--- config.mk ---
export PLATFORM = sky130hd
export DESIGN_NAME = vstat_word_gen
export DESIGN_NICKNAME = d
export VERILOG_FILES = /design/src/rtl/vstat_pkg.sv /design/src/rtl/vstat_blank.sv /design/src/rtl/vstat_flags.sv /design/src/rtl/vstat_word_gen.sv
export SDC_FILE = /design/constraint.sdc
export NUM_CORES = 1
export LEC_CHECK = 0
export BUFFER_PORTS_ARGS = -buffer_cell sky130_fd_sc_hd__buf_2
export CAP_MARGIN = 20
export CORE_MARGIN = 8
export CORE_UTILIZATION = 41
export DETAILED_ROUTE_END_ITERATION = 6
export GPL_TIMING_DRIVEN = 0
export PLACE_DENSITY = 0.75
export RECOVER_POWER = 100
export SLEW_MARGIN = 30
export SYNTH_ARGS = -nofsm -noshare
export SYNTH_HDL_FRONTEND = slang
export SYNTH_HIERARCHICAL = 1
export SYNTH_SLANG_ARGS = --single-unit
--- constraint.sdc ---
create_clock -name clk -period 1.6 [get_ports clk]
set_input_delay 0.08 -clock clk [delete_from_list [all_inputs] [get_ports clk]]
set_output_delay 0.08 -clock clk [all_outputs]
set_load 0.1 [all_outputs]
--- src/rtl/vstat_pkg.sv ---
package vstat_pkg;

    localparam int WORD_W = 16;

    // bit positions of the status word
    localparam int B_BUS_LO = 10;
    localparam int B_EMPTY  = 9;
    localparam int B_FULL   = 8;
    localparam int B_VINT   = 7;
    localparam int B_OVF    = 6;
    localparam int B_COLL   = 5;
    localparam int B_ODD    = 4;
    localparam int B_VBL    = 3;
    localparam int B_HBL    = 2;
    localparam int B_DMA    = 1;
    localparam int B_PAL    = 0;

    typedef struct packed {
        logic pal_frame;
    } blank_state_t;

    typedef struct packed {
        logic coll;
        logic pend;
    } flag_state_t;

    typedef struct packed {
        logic [WORD_W-1:0] word;
        logic              valid;
    } out_state_t;

endpackage

--- src/rtl/vstat_blank.sv ---
module vstat_blank
    import vstat_pkg::*;
#(
    parameter int LINE_W       = 9,
    parameter int SLOT_W       = 9,
    parameter int INACT_LEGACY = 192,
    parameter int INACT_PAL    = 240,
    parameter int INACT_NTSC   = 224,
    parameter int LINE_LIMIT   = 511,
    parameter int HB_END       = 10,
    parameter int HB_START_W   = 165,
    parameter int HB_START_N   = 132
) (
    input  logic              clk,
    input  logic              rst_n,
    input  logic [LINE_W-1:0] line,
    input  logic [SLOT_W-1:0] hslot,
    input  logic              legacy_mode,
    input  logic              pal_sel,
    input  logic              frame_start,
    input  logic              disp_en,
    input  logic              wide_mode,
    output logic              vblank,
    output logic              hblank
);

    localparam logic [LINE_W-1:0] L_LEG   = LINE_W'(INACT_LEGACY);
    localparam logic [LINE_W-1:0] L_PAL   = LINE_W'(INACT_PAL);
    localparam logic [LINE_W-1:0] L_NTSC  = LINE_W'(INACT_NTSC);
    localparam logic [LINE_W-1:0] L_LIMIT = LINE_W'(LINE_LIMIT);
    localparam logic [SLOT_W-1:0] S_END   = SLOT_W'(HB_END);
    localparam logic [SLOT_W-1:0] S_WIDE  = SLOT_W'(HB_START_W);
    localparam logic [SLOT_W-1:0] S_NARR  = SLOT_W'(HB_START_N);

    blank_state_t st_q, st_d;
    logic [LINE_W-1:0] inact_line;
    logic [SLOT_W-1:0] hb_start;

    always_comb begin
        st_d = st_q;
        if (frame_start)
            st_d.pal_frame = pal_sel;

        // legacy mode takes precedence over the frame's timing standard
        if (legacy_mode)
            inact_line = L_LEG;
        else if (st_q.pal_frame)
            inact_line = L_PAL;
        else
            inact_line = L_NTSC;

        vblank = !disp_en || ((line >= inact_line) && (line < L_LIMIT));

        hb_start = wide_mode ? S_WIDE : S_NARR;
        hblank   = (hslot < S_END) || (hslot > hb_start);
    end

    always_ff @(posedge clk) begin
        if (!rst_n)
            st_q <= '0;
        else
            st_q <= st_d;
    end

    // timing standard only moves on a frame start
    p_pal_hold_r7: assert property (@(posedge clk) disable iff (!rst_n)
        !frame_start |=> $stable(st_q.pal_frame));

    p_pal_load_r7: assert property (@(posedge clk) disable iff (!rst_n)
        frame_start |=> (st_q.pal_frame == $past(pal_sel)));

    // display off always reports vertical blanking
    p_disp_off_r6: assert property (@(posedge clk) disable iff (!rst_n)
        !disp_en |-> vblank);

endmodule

--- src/rtl/vstat_flags.sv ---
module vstat_flags
    import vstat_pkg::*;
(
    input  logic clk,
    input  logic rst_n,
    input  logic rd_stb,
    input  logic coll_set,
    input  logic cmd_set,
    output logic coll_flag,
    output logic pend_flag
);

    flag_state_t st_q, st_d;

    always_comb begin
        st_d = st_q;
        // a read clears; a set in the same cycle wins
        if (rd_stb) begin
            st_d.coll = 1'b0;
            st_d.pend = 1'b0;
        end
        if (coll_set)
            st_d.coll = 1'b1;
        if (cmd_set)
            st_d.pend = 1'b1;
        coll_flag = st_q.coll;
        pend_flag = st_q.pend;
    end

    always_ff @(posedge clk) begin
        if (!rst_n)
            st_q <= '0;
        else
            st_q <= st_d;
    end

    p_coll_clear_r4: assert property (@(posedge clk) disable iff (!rst_n)
        (rd_stb && !coll_set) |=> !st_q.coll);

    p_coll_sticky_r4: assert property (@(posedge clk) disable iff (!rst_n)
        (st_q.coll && !rd_stb) |=> st_q.coll);

    p_pend_clear_r10: assert property (@(posedge clk) disable iff (!rst_n)
        (rd_stb && !cmd_set) |=> !st_q.pend);

    p_pend_set_r10: assert property (@(posedge clk) disable iff (!rst_n)
        cmd_set |=> st_q.pend);

endmodule

--- src/rtl/vstat_word_gen.sv ---
module vstat_word_gen
    import vstat_pkg::*;
#(
    parameter int PTR_W        = 2,
    parameter int LINE_W       = 9,
    parameter int SLOT_W       = 9,
    parameter int INACT_LEGACY = 192,
    parameter int INACT_PAL    = 240,
    parameter int INACT_NTSC   = 224,
    parameter int LINE_LIMIT   = 511,
    parameter int HB_END       = 10,
    parameter int HB_START_W   = 165,
    parameter int HB_START_N   = 132
) (
    input  logic              clk,
    input  logic              rst_n,
    input  logic              rd_stb,
    input  logic [5:0]        open_bus,
    input  logic              fifo_empty,
    input  logic [PTR_W-1:0]  fifo_wr_ptr,
    input  logic [PTR_W-1:0]  fifo_rd_ptr,
    input  logic              vint_pend,
    input  logic              sprite_ovf,
    input  logic              coll_set,
    input  logic              cmd_set,
    input  logic              interlace_en,
    input  logic              field_odd,
    input  logic [LINE_W-1:0] line,
    input  logic [SLOT_W-1:0] hslot,
    input  logic              legacy_mode,
    input  logic              pal_sel,
    input  logic              frame_start,
    input  logic              disp_en,
    input  logic              wide_mode,
    input  logic              dma_code_bit,
    input  logic              region_pal,
    output logic [15:0]       status_word,
    output logic              status_valid,
    output logic              cmd_pending
);

    logic vblank, hblank, coll_flag, pend_flag, fifo_full;
    logic [WORD_W-1:0] live_word;
    out_state_t st_q, st_d;

    vstat_blank #(
        .LINE_W(LINE_W), .SLOT_W(SLOT_W),
        .INACT_LEGACY(INACT_LEGACY), .INACT_PAL(INACT_PAL), .INACT_NTSC(INACT_NTSC),
        .LINE_LIMIT(LINE_LIMIT), .HB_END(HB_END),
        .HB_START_W(HB_START_W), .HB_START_N(HB_START_N)
    ) u_blank (
        .clk(clk), .rst_n(rst_n), .line(line), .hslot(hslot),
        .legacy_mode(legacy_mode), .pal_sel(pal_sel), .frame_start(frame_start),
        .disp_en(disp_en), .wide_mode(wide_mode),
        .vblank(vblank), .hblank(hblank)
    );

    vstat_flags u_flags (
        .clk(clk), .rst_n(rst_n), .rd_stb(rd_stb),
        .coll_set(coll_set), .cmd_set(cmd_set),
        .coll_flag(coll_flag), .pend_flag(pend_flag)
    );

    always_comb begin
        fifo_full = !fifo_empty && (fifo_wr_ptr == fifo_rd_ptr);

        live_word                      = '0;
        live_word[WORD_W-1:B_BUS_LO]   = open_bus;
        live_word[B_EMPTY]             = fifo_empty;
        live_word[B_FULL]              = fifo_full;
        live_word[B_VINT]              = vint_pend;
        live_word[B_OVF]               = sprite_ovf;
        live_word[B_COLL]              = coll_flag;
        live_word[B_ODD]               = interlace_en && field_odd;
        live_word[B_VBL]               = vblank;
        live_word[B_HBL]               = hblank;
        live_word[B_DMA]               = dma_code_bit;
        live_word[B_PAL]               = region_pal;

        st_d       = st_q;
        st_d.valid = rd_stb;
        if (rd_stb)
            st_d.word = live_word;
    end

    always_ff @(posedge clk) begin
        if (!rst_n)
            st_q <= '0;
        else
            st_q <= st_d;
    end

    assign status_word  = st_q.word;
    assign status_valid = st_q.valid;
    assign cmd_pending  = pend_flag;

    p_bus_r1: assert property (@(posedge clk) disable iff (!rst_n)
        rd_stb |=> (status_word[15:10] == $past(open_bus)));

    p_full_excl_r2: assert property (@(posedge clk) disable iff (!rst_n)
        status_valid |-> !(status_word[B_EMPTY] && status_word[B_FULL]));

    p_hold_r11: assert property (@(posedge clk) disable iff (!rst_n)
        !rd_stb |=> ($stable(status_word) && !status_valid));

    p_valid_r11: assert property (@(posedge clk) disable iff (!rst_n)
        rd_stb |=> status_valid);

endmodule

==> summary.txt, run 1 <==
DRT
-------------------------------------------------------------------------------------------------
Vias/cell                                                                                    4.82
Routed len/inst                                                                           13.3 um
ANT nets after route                                                                            0
Wire length reported by the detailed router                                               2600 um
DR DRC count                                                                                    0
TritonRoute pass-1 iters                                                                        4
Vias after detailed routing                                                                   939
Detailed Route Iter0 Violations                                                                24

GLOBAL ROUTING
-------------------------------------------------------------------------------------------------
GRT Overall Usage                                                                           0.121
Total congestion overflow                                                                       0
Largest net degree at the start of global routing                                              13
Vias in the first global route                                                               1007
Wire length of the first global-routing pass                                              4220 um
Initial antenna violation count                                                                 0

CLOCKING
-------------------------------------------------------------------------------------------------
Worst-path clk slew                                                                        100 ps
CTS Root Buffer Type                                                                     clkbuf_4
Sinks on the clock net                                                                         20
Clock Latency Late Sink                                                                    290 ps
# H-tree levels                                                                                 1
Maximum number of buffers from clock root to sink                                               2
Clock tree from TritonCTS                                                                   built
CTS buffer count                                                                                3

SYNTH
-------------------------------------------------------------------------------------------------
Portion of synthesized cell area occupied by the leading cell type                          0.399
EDFF count, synth                                                                               0
Synthesis-stage register bit count                                                             20
Leading cell types by count after synthesis                                          dfxtp_1, nor2b_1, mux2i_1
Post-synthesis average cell area                                                        10.2 um^2
Largest area contributor in the synthesized netlist                                       dfxtp_1
Post-Syn Instances                                                                             98
Proportion of register bits with asynchronous set or reset after synthesis                      0
Yosys warns                                                                                     6
Post-synth top flop                                                                       dfxtp_1
Most repeated cell in the gate-level netlist after synthesis                              dfxtp_1
Synthesized cell area                                                                   1000 um^2
Net count after synthesis                                                                     147
Largest cells by area after synthesis                                                dfxtp_1, mux2i_1, nor2b_1
Share of the yosys chip area belonging to registers                                         0.399
Number of distinct library cell variants in the gate-level netlist after synthesis             29

SETUP PATH
-------------------------------------------------------------------------------------------------
Data required time of the worst path                                                      1790 ps
Worst EP arrival                                                                          1710 ps
Cell type of the slowest stage on the worst timing path                                   dfxtp_2
Startpoint class of the critical path                                                    register
Category of the worst setup path capture point                                           register
Max FO, Critical Path                                                                           2
Ordered list of cells on the worst path                                              nor2b_4, ha_4, nand4bb_1, nor3_2, o311ai_1, a31oi_1, mux2i_1, nor2b_1
Crit-path max cell delay                                                                   330 ps
Critical path start-end classification                                               register to register

POWER AND IR DROP
-------------------------------------------------------------------------------------------------
Static leakage power                                                                     0.714 nW
Max rail drop VDD                                                                        0.635 mV
Power density normalized to cell area                                                 830 nW/um^2

PLACEMENT
-------------------------------------------------------------------------------------------------
Half-perimeter wire length of the detailed placement result                               2180 um
Weighted congestion at the end of routability-driven global placement                       0.915
Port buffer count                                                                              62
Placed instance count                                                                         190
Worst slack at placement                                                                  5.17 ps

TIMING
-------------------------------------------------------------------------------------------------
Unrepaired setup endpoints after global routing                                               yes
Worst Max-Slew Pin Slew                                                                    566 ps
Largest clock skew in the final design                                                   0.492 ps
Worst slew slack as a fraction of its limit                                                 0.623
Worst Slack Setup Final                                                                   85.1 ps
Number of hold violations in the final report                                                   0
Number of setup violations in the final report                                                  0
Post-layout min period                                                                    1510 ps
Pins over their slew limit                                                                      0
Achievable Freq                                                                           660 MHz
Setup_tns                                                                                    0 ps
Crit share post-route                                                                       0.947

FLOORPLANNING
-------------------------------------------------------------------------------------------------
Die Y-Extent                                                                              65.5 um
Core Area                                                                               2390 um^2
Effective utilization at floorplan                                                          0.420
Die extent in x                                                                           65.5 um
Row count                                                                                      18
Die area                                                                                4290 um^2
Number of top-level pins                                                                       63

HOLD PATH
-------------------------------------------------------------------------------------------------
Class of the tightest hold or removal check                                          input pin to register

FINAL LAYOUT
-------------------------------------------------------------------------------------------------
Area overhead of the layout relative to synthesis                                           40.8%
Total of fill cells in the finished design                                                    220
Filler-free cell count of the finished design                                                 195
Layout cell share with drive strength beyond 1                                              0.436
Antenna cells                                                                                   0
Number of nets in the final layout                                                            216

JOB
-------------------------------------------------------------------------------------------------
Maximum Capacitance Violations                                                                  0

STATUS
-------------------------------------------------------------------------------------------------
Result of the run                                                                    finished, final reports clean

-- critical path, delay by kind of cell (launching register included) --
family | cells | cell delay (ps)
adder cells (fa/ha/maj) | 1 | 200
AND/OR/NAND/NOR | 4 | 360
flip-flops | 1 | 330
AO/OA/AOI/OAI | 2 | 370
multiplexers | 1 | 150
-- routing by layer --
metal  global-route usage  vias to the layer above  part of all wire
met2                0.209                       34              0.51
met4               0.0163                        0            0.0027
met3               0.0629                        2             0.082
li1                     -                      477                 -
met1                0.130                      426              0.40
met5                    0                        -                 0
-- layout by cell type (no fill, tap or decap), types with 3 or more instances in the layout --
cell type  instances
nand4_1            3
nor2_1             3
buf_2             61
mux2i_1           15
inv_1              4
nor2b_1           18
ha_1               3
nand3_1            3
clkbuf_4           3
o21a_1             3
dfxtp_1           19
-- path summary, 6_finish.rpt --
check	slack [ps]	cells after the start	to	startpoint
hold reg to reg	480	2	status_word[4]$_SDFFE_PN0P_	status_word[4]$_SDFFE_PN0P_
hold / removal	50	3	status_word[4]$_SDFFE_PN0P_	interlace_en
setup reg to reg	90	8	status_word[3]$_SDFFE_PN0P_	u_blank/st_q$_SDFFE_PN0P_
setup / recovery	90	8	status_word[3]$_SDFFE_PN0P_	u_blank/st_q$_SDFFE_PN0P_
-- sequential cells by signal, indices dropped and copies added (netlist names) --
signal	count
status_word	16
u_flags/coll_flag	1
u_flags/pend_flag	1
u_blank/st_q	1
status_valid	1
-- where the power goes --
group	internal (mW)	switching, mW	total [mW]
clock network	0.0876	0.138	0.226
registers	0.527	0.0129	0.540
logic	0.123	0.283	0.406
-- what timing repair did --
| action | 4_1_cts | 5_1_grt |
|---|---|---|
| hold buffers | 1 | 1 |
| buffers inserted | 0 | 0 |
| pin swaps | 1 | 0 |
| resized for setup | 0 | 3 |
| setup endpoints to repair | 1 | 1 |
| endpoints found under the hold margin | 1 | 1 |
-- cells by family (layout without fill, tap and decap cells) --
family,after synthesis,in the layout,synth area share
compound gates,11,11,0.0836
flops,20,20,0.399
mux,15,15,0.150
xor+xnor,2,2,0.0175
simple gates,39,39,0.249
buf+inv,7,74,0.0511
fa+ha+maj,4,4,0.0499
-- stage by stage --
step | total power, mW | area (um^2) | hold slack [ps] | util
2_1_floorplan | 0.839 | 1000 | 198 | -
3_3_place_gp | 0.941 | 1350 | 291 | 0.566
3_5_place_dp | 0.953 | 1350 | 302 | 0.566
4_1_cts | 1.18 | 1380 | 0.779 | 0.580
5_1_grt | 1.23 | 1410 | 34.3 | 0.592
6_report | 1.17 | 1410 | 46.1 | 0.592
-- cell type report --
class                      count  area, um^2  share of cell area
inverter                       4        15.0              0.0106
timing repair buffer          64         329               0.233
tap                           30        37.5              0.0266
buffer                         3        35.0              0.0248
multi-input combinational     71         572               0.405
clock buffer                   3        22.5              0.0159
sequential                    20         402               0.284
Note: power is estimated with default switching activity, not from simulation.
==> run 2: changes to the inputs <==
==> constraint.sdc (replaced) <==
create_clock -name clk -period 1.6 [get_ports clk]
set_input_delay 0.32 -clock clk [delete_from_list [all_inputs] [get_ports clk]]
set_output_delay 0.32 -clock clk [all_outputs]
set_load 0.1 [all_outputs]
==> summary.txt, run 2 (synthesis results as in run 1) <==
FLOORPLANNING
------------------------------------------------------------------------------------
Core Area                                                                  2390 um^2
Die area                                                                   4290 um^2
Number of top-level pins                                                          63
Die Y-Extent                                                                 65.5 um
Effective utilization at floorplan                                             0.420
Row count                                                                         18
Die extent in x                                                              65.5 um

TIMING
------------------------------------------------------------------------------------
Post-layout min period                                                       1510 ps
Worst Hold Margin                                                             231 ps
Number of setup violations in the final report                                     0
Achievable Freq                                                              660 MHz
Largest clock skew in the final design                                      0.493 ps
Worst Max-Slew Pin Slew                                                       499 ps
Pins over their slew limit                                                         0
Unrepaired setup endpoints after global routing                                  yes
Crit share post-route                                                          0.947
Worst Slack Setup Final                                                      85.4 ps
Number of hold violations in the final report                                      0
Setup_tns                                                                       0 ps
Worst slew slack as a fraction of its limit                                    0.669

CLOCKING
------------------------------------------------------------------------------------
CTS Root Buffer Type                                                        clkbuf_4
Clock Latency Late Sink                                                       290 ps
Worst-path clk slew                                                           100 ps
CTS buffer count                                                                   3
Sinks on the clock net                                                            20
Maximum number of buffers from clock root to sink                                  2
Clock tree from TritonCTS                                                      built
Post-CTS setup-driven buffer insertion count                                       0
# H-tree levels                                                                    1

FINAL LAYOUT
------------------------------------------------------------------------------------
Number of flip-flops in the largest register                                      16
Antenna cells                                                                      0
Most frequent cells in the layout                                       buf_2, dfxtp_1, nor2b_1
Number of nets in the final layout                                               214
Final Instance Area                                                        1400 um^2
Area overhead of the layout relative to synthesis                              39.0%
Final core occ                                                                 0.584
Layout cell share with drive strength beyond 1                                 0.454
Filler-free cell count of the finished design                                    193
Leading cell type in the layout, fill and taps excluded                        buf_2

POWER AND IR DROP
------------------------------------------------------------------------------------
Power density normalized to cell area                                    838 nW/um^2
Max rail drop VDD                                                           0.636 mV
Static leakage power                                                        0.711 nW
Final total power                                                            1.17 mW

GLOBAL ROUTING
------------------------------------------------------------------------------------
Wire length of the first global-routing pass                                 4210 um
Initial antenna violation count                                                    0
Vias in the first global route                                                  1004
GRT Overall Usage                                                              0.120
Largest net degree at the start of global routing                                 13
Total congestion overflow                                                          0

PLACEMENT
------------------------------------------------------------------------------------
Port buffer count                                                                 62
Placed instance count                                                            190
Weighted congestion at the end of routability-driven global placement          0.915
Total cell area at the placement stage                                     1350 um^2
Worst slack at placement                                                    -87.6 ps
Half-perimeter wire length of the detailed placement result                  2180 um

DRT
------------------------------------------------------------------------------------
Vias after detailed routing                                                      934
Detailed Route Iter0 Violations                                                   19
ANT nets after route                                                               0
Wire length reported by the detailed router                                  2580 um
TritonRoute pass-1 iters                                                           4
Vias/cell                                                                       4.84
Routed len/inst                                                              13.4 um
DR DRC count                                                                       0

HOLD PATH
------------------------------------------------------------------------------------
Worst Hold Depth                                                                   2
Launch point of the worst hold path                                         coll_set
Class of the tightest hold or removal check                             input pin to register
Min-Delay Endpoint                                                      u_flags/coll_flag$_SDFFE_PN0P_

SETUP PATH
------------------------------------------------------------------------------------
Critical path start-end classification                                  register to register
R2R Path End                                                            status_word[3]$_SDFFE_PN0P_
Number of cell instances on the worst register-to-register path                    8
Launch instance of the worst register-to-register path                  u_blank/st_q$_SDFFE_PN0P_
Worst EP arrival                                                             1710 ps
Worst-case register-to-register setup slack                                    90 ps
Max FO, Critical Path                                                              2
Category of the worst setup path capture point                              register
Startpoint class of the critical path                                       register
Data required time of the worst path                                         1790 ps

STATUS
------------------------------------------------------------------------------------
Result of the run                                                       finished, final reports clean

JOB
------------------------------------------------------------------------------------
Maximum Capacitance Violations                                                     0

## run 2: power breakdown
| group | switching [mW] | internal (mW) |
|---|---|---|
| Combinational | 0.283 | 0.121 |
| Clock | 0.138 | 0.0876 |
| Sequential | 0.0129 | 0.527 |
## run 2: final cells by class
class                   count  area (um^2)
plain buffers               3         36.3
clock buffers               3         22.5
fillers                   220          992
inverters                   4         15.0
multi-input cells          71          572
flip-flops and latches     20          402
well taps                  30         37.5
repair buffers             62          310
## run 2: worst max-delay path, cell delays in order (launching register included)
cell       delay (ps)
dfxtp_2           330
nor2b_4           140
ha_4              200
nand4bb_1         110
nor3_2             50
o311ai_1          240
a31oi_1           130
mux2i_1           150
nor2b_1            60
## run 2: layer usage
layer  GRT usage  up-vias  part of all wire
li1            -      473                 -
met1       0.129      425              0.40
met2       0.209       34              0.52
met3      0.0629        2             0.083
met4      0.0163        0            0.0027
met5           0        -                 0
## run 2: repair_timing
item                                    CTS  global route
hold buffers                              0             0
hold endpoints to repair                  0             0
gates resized for setup                   0             3
endpoints found under the setup margin    1             1
pin swaps                                 1             0
## run 2: how the worst max path moves through the flow
stage,start,to,slack [ps],cells after the start
after floorplan,u_blank/st_q$_SDFFE_PN0P_,status_word[3]$_SDFFE_PN0P_,150,8
after global placement,legacy_mode,status_word[3]$_SDFFE_PN0P_,-20,9
after detailed placement,legacy_mode,status_word[3]$_SDFFE_PN0P_,-90,9
after CTS,u_blank/st_q$_SDFFE_PN0P_,status_word[3]$_SDFFE_PN0P_,30,8
after global routing,u_blank/st_q$_SDFFE_PN0P_,status_word[3]$_SDFFE_PN0P_,-5,8
final,u_blank/st_q$_SDFFE_PN0P_,status_word[3]$_SDFFE_PN0P_,90,8
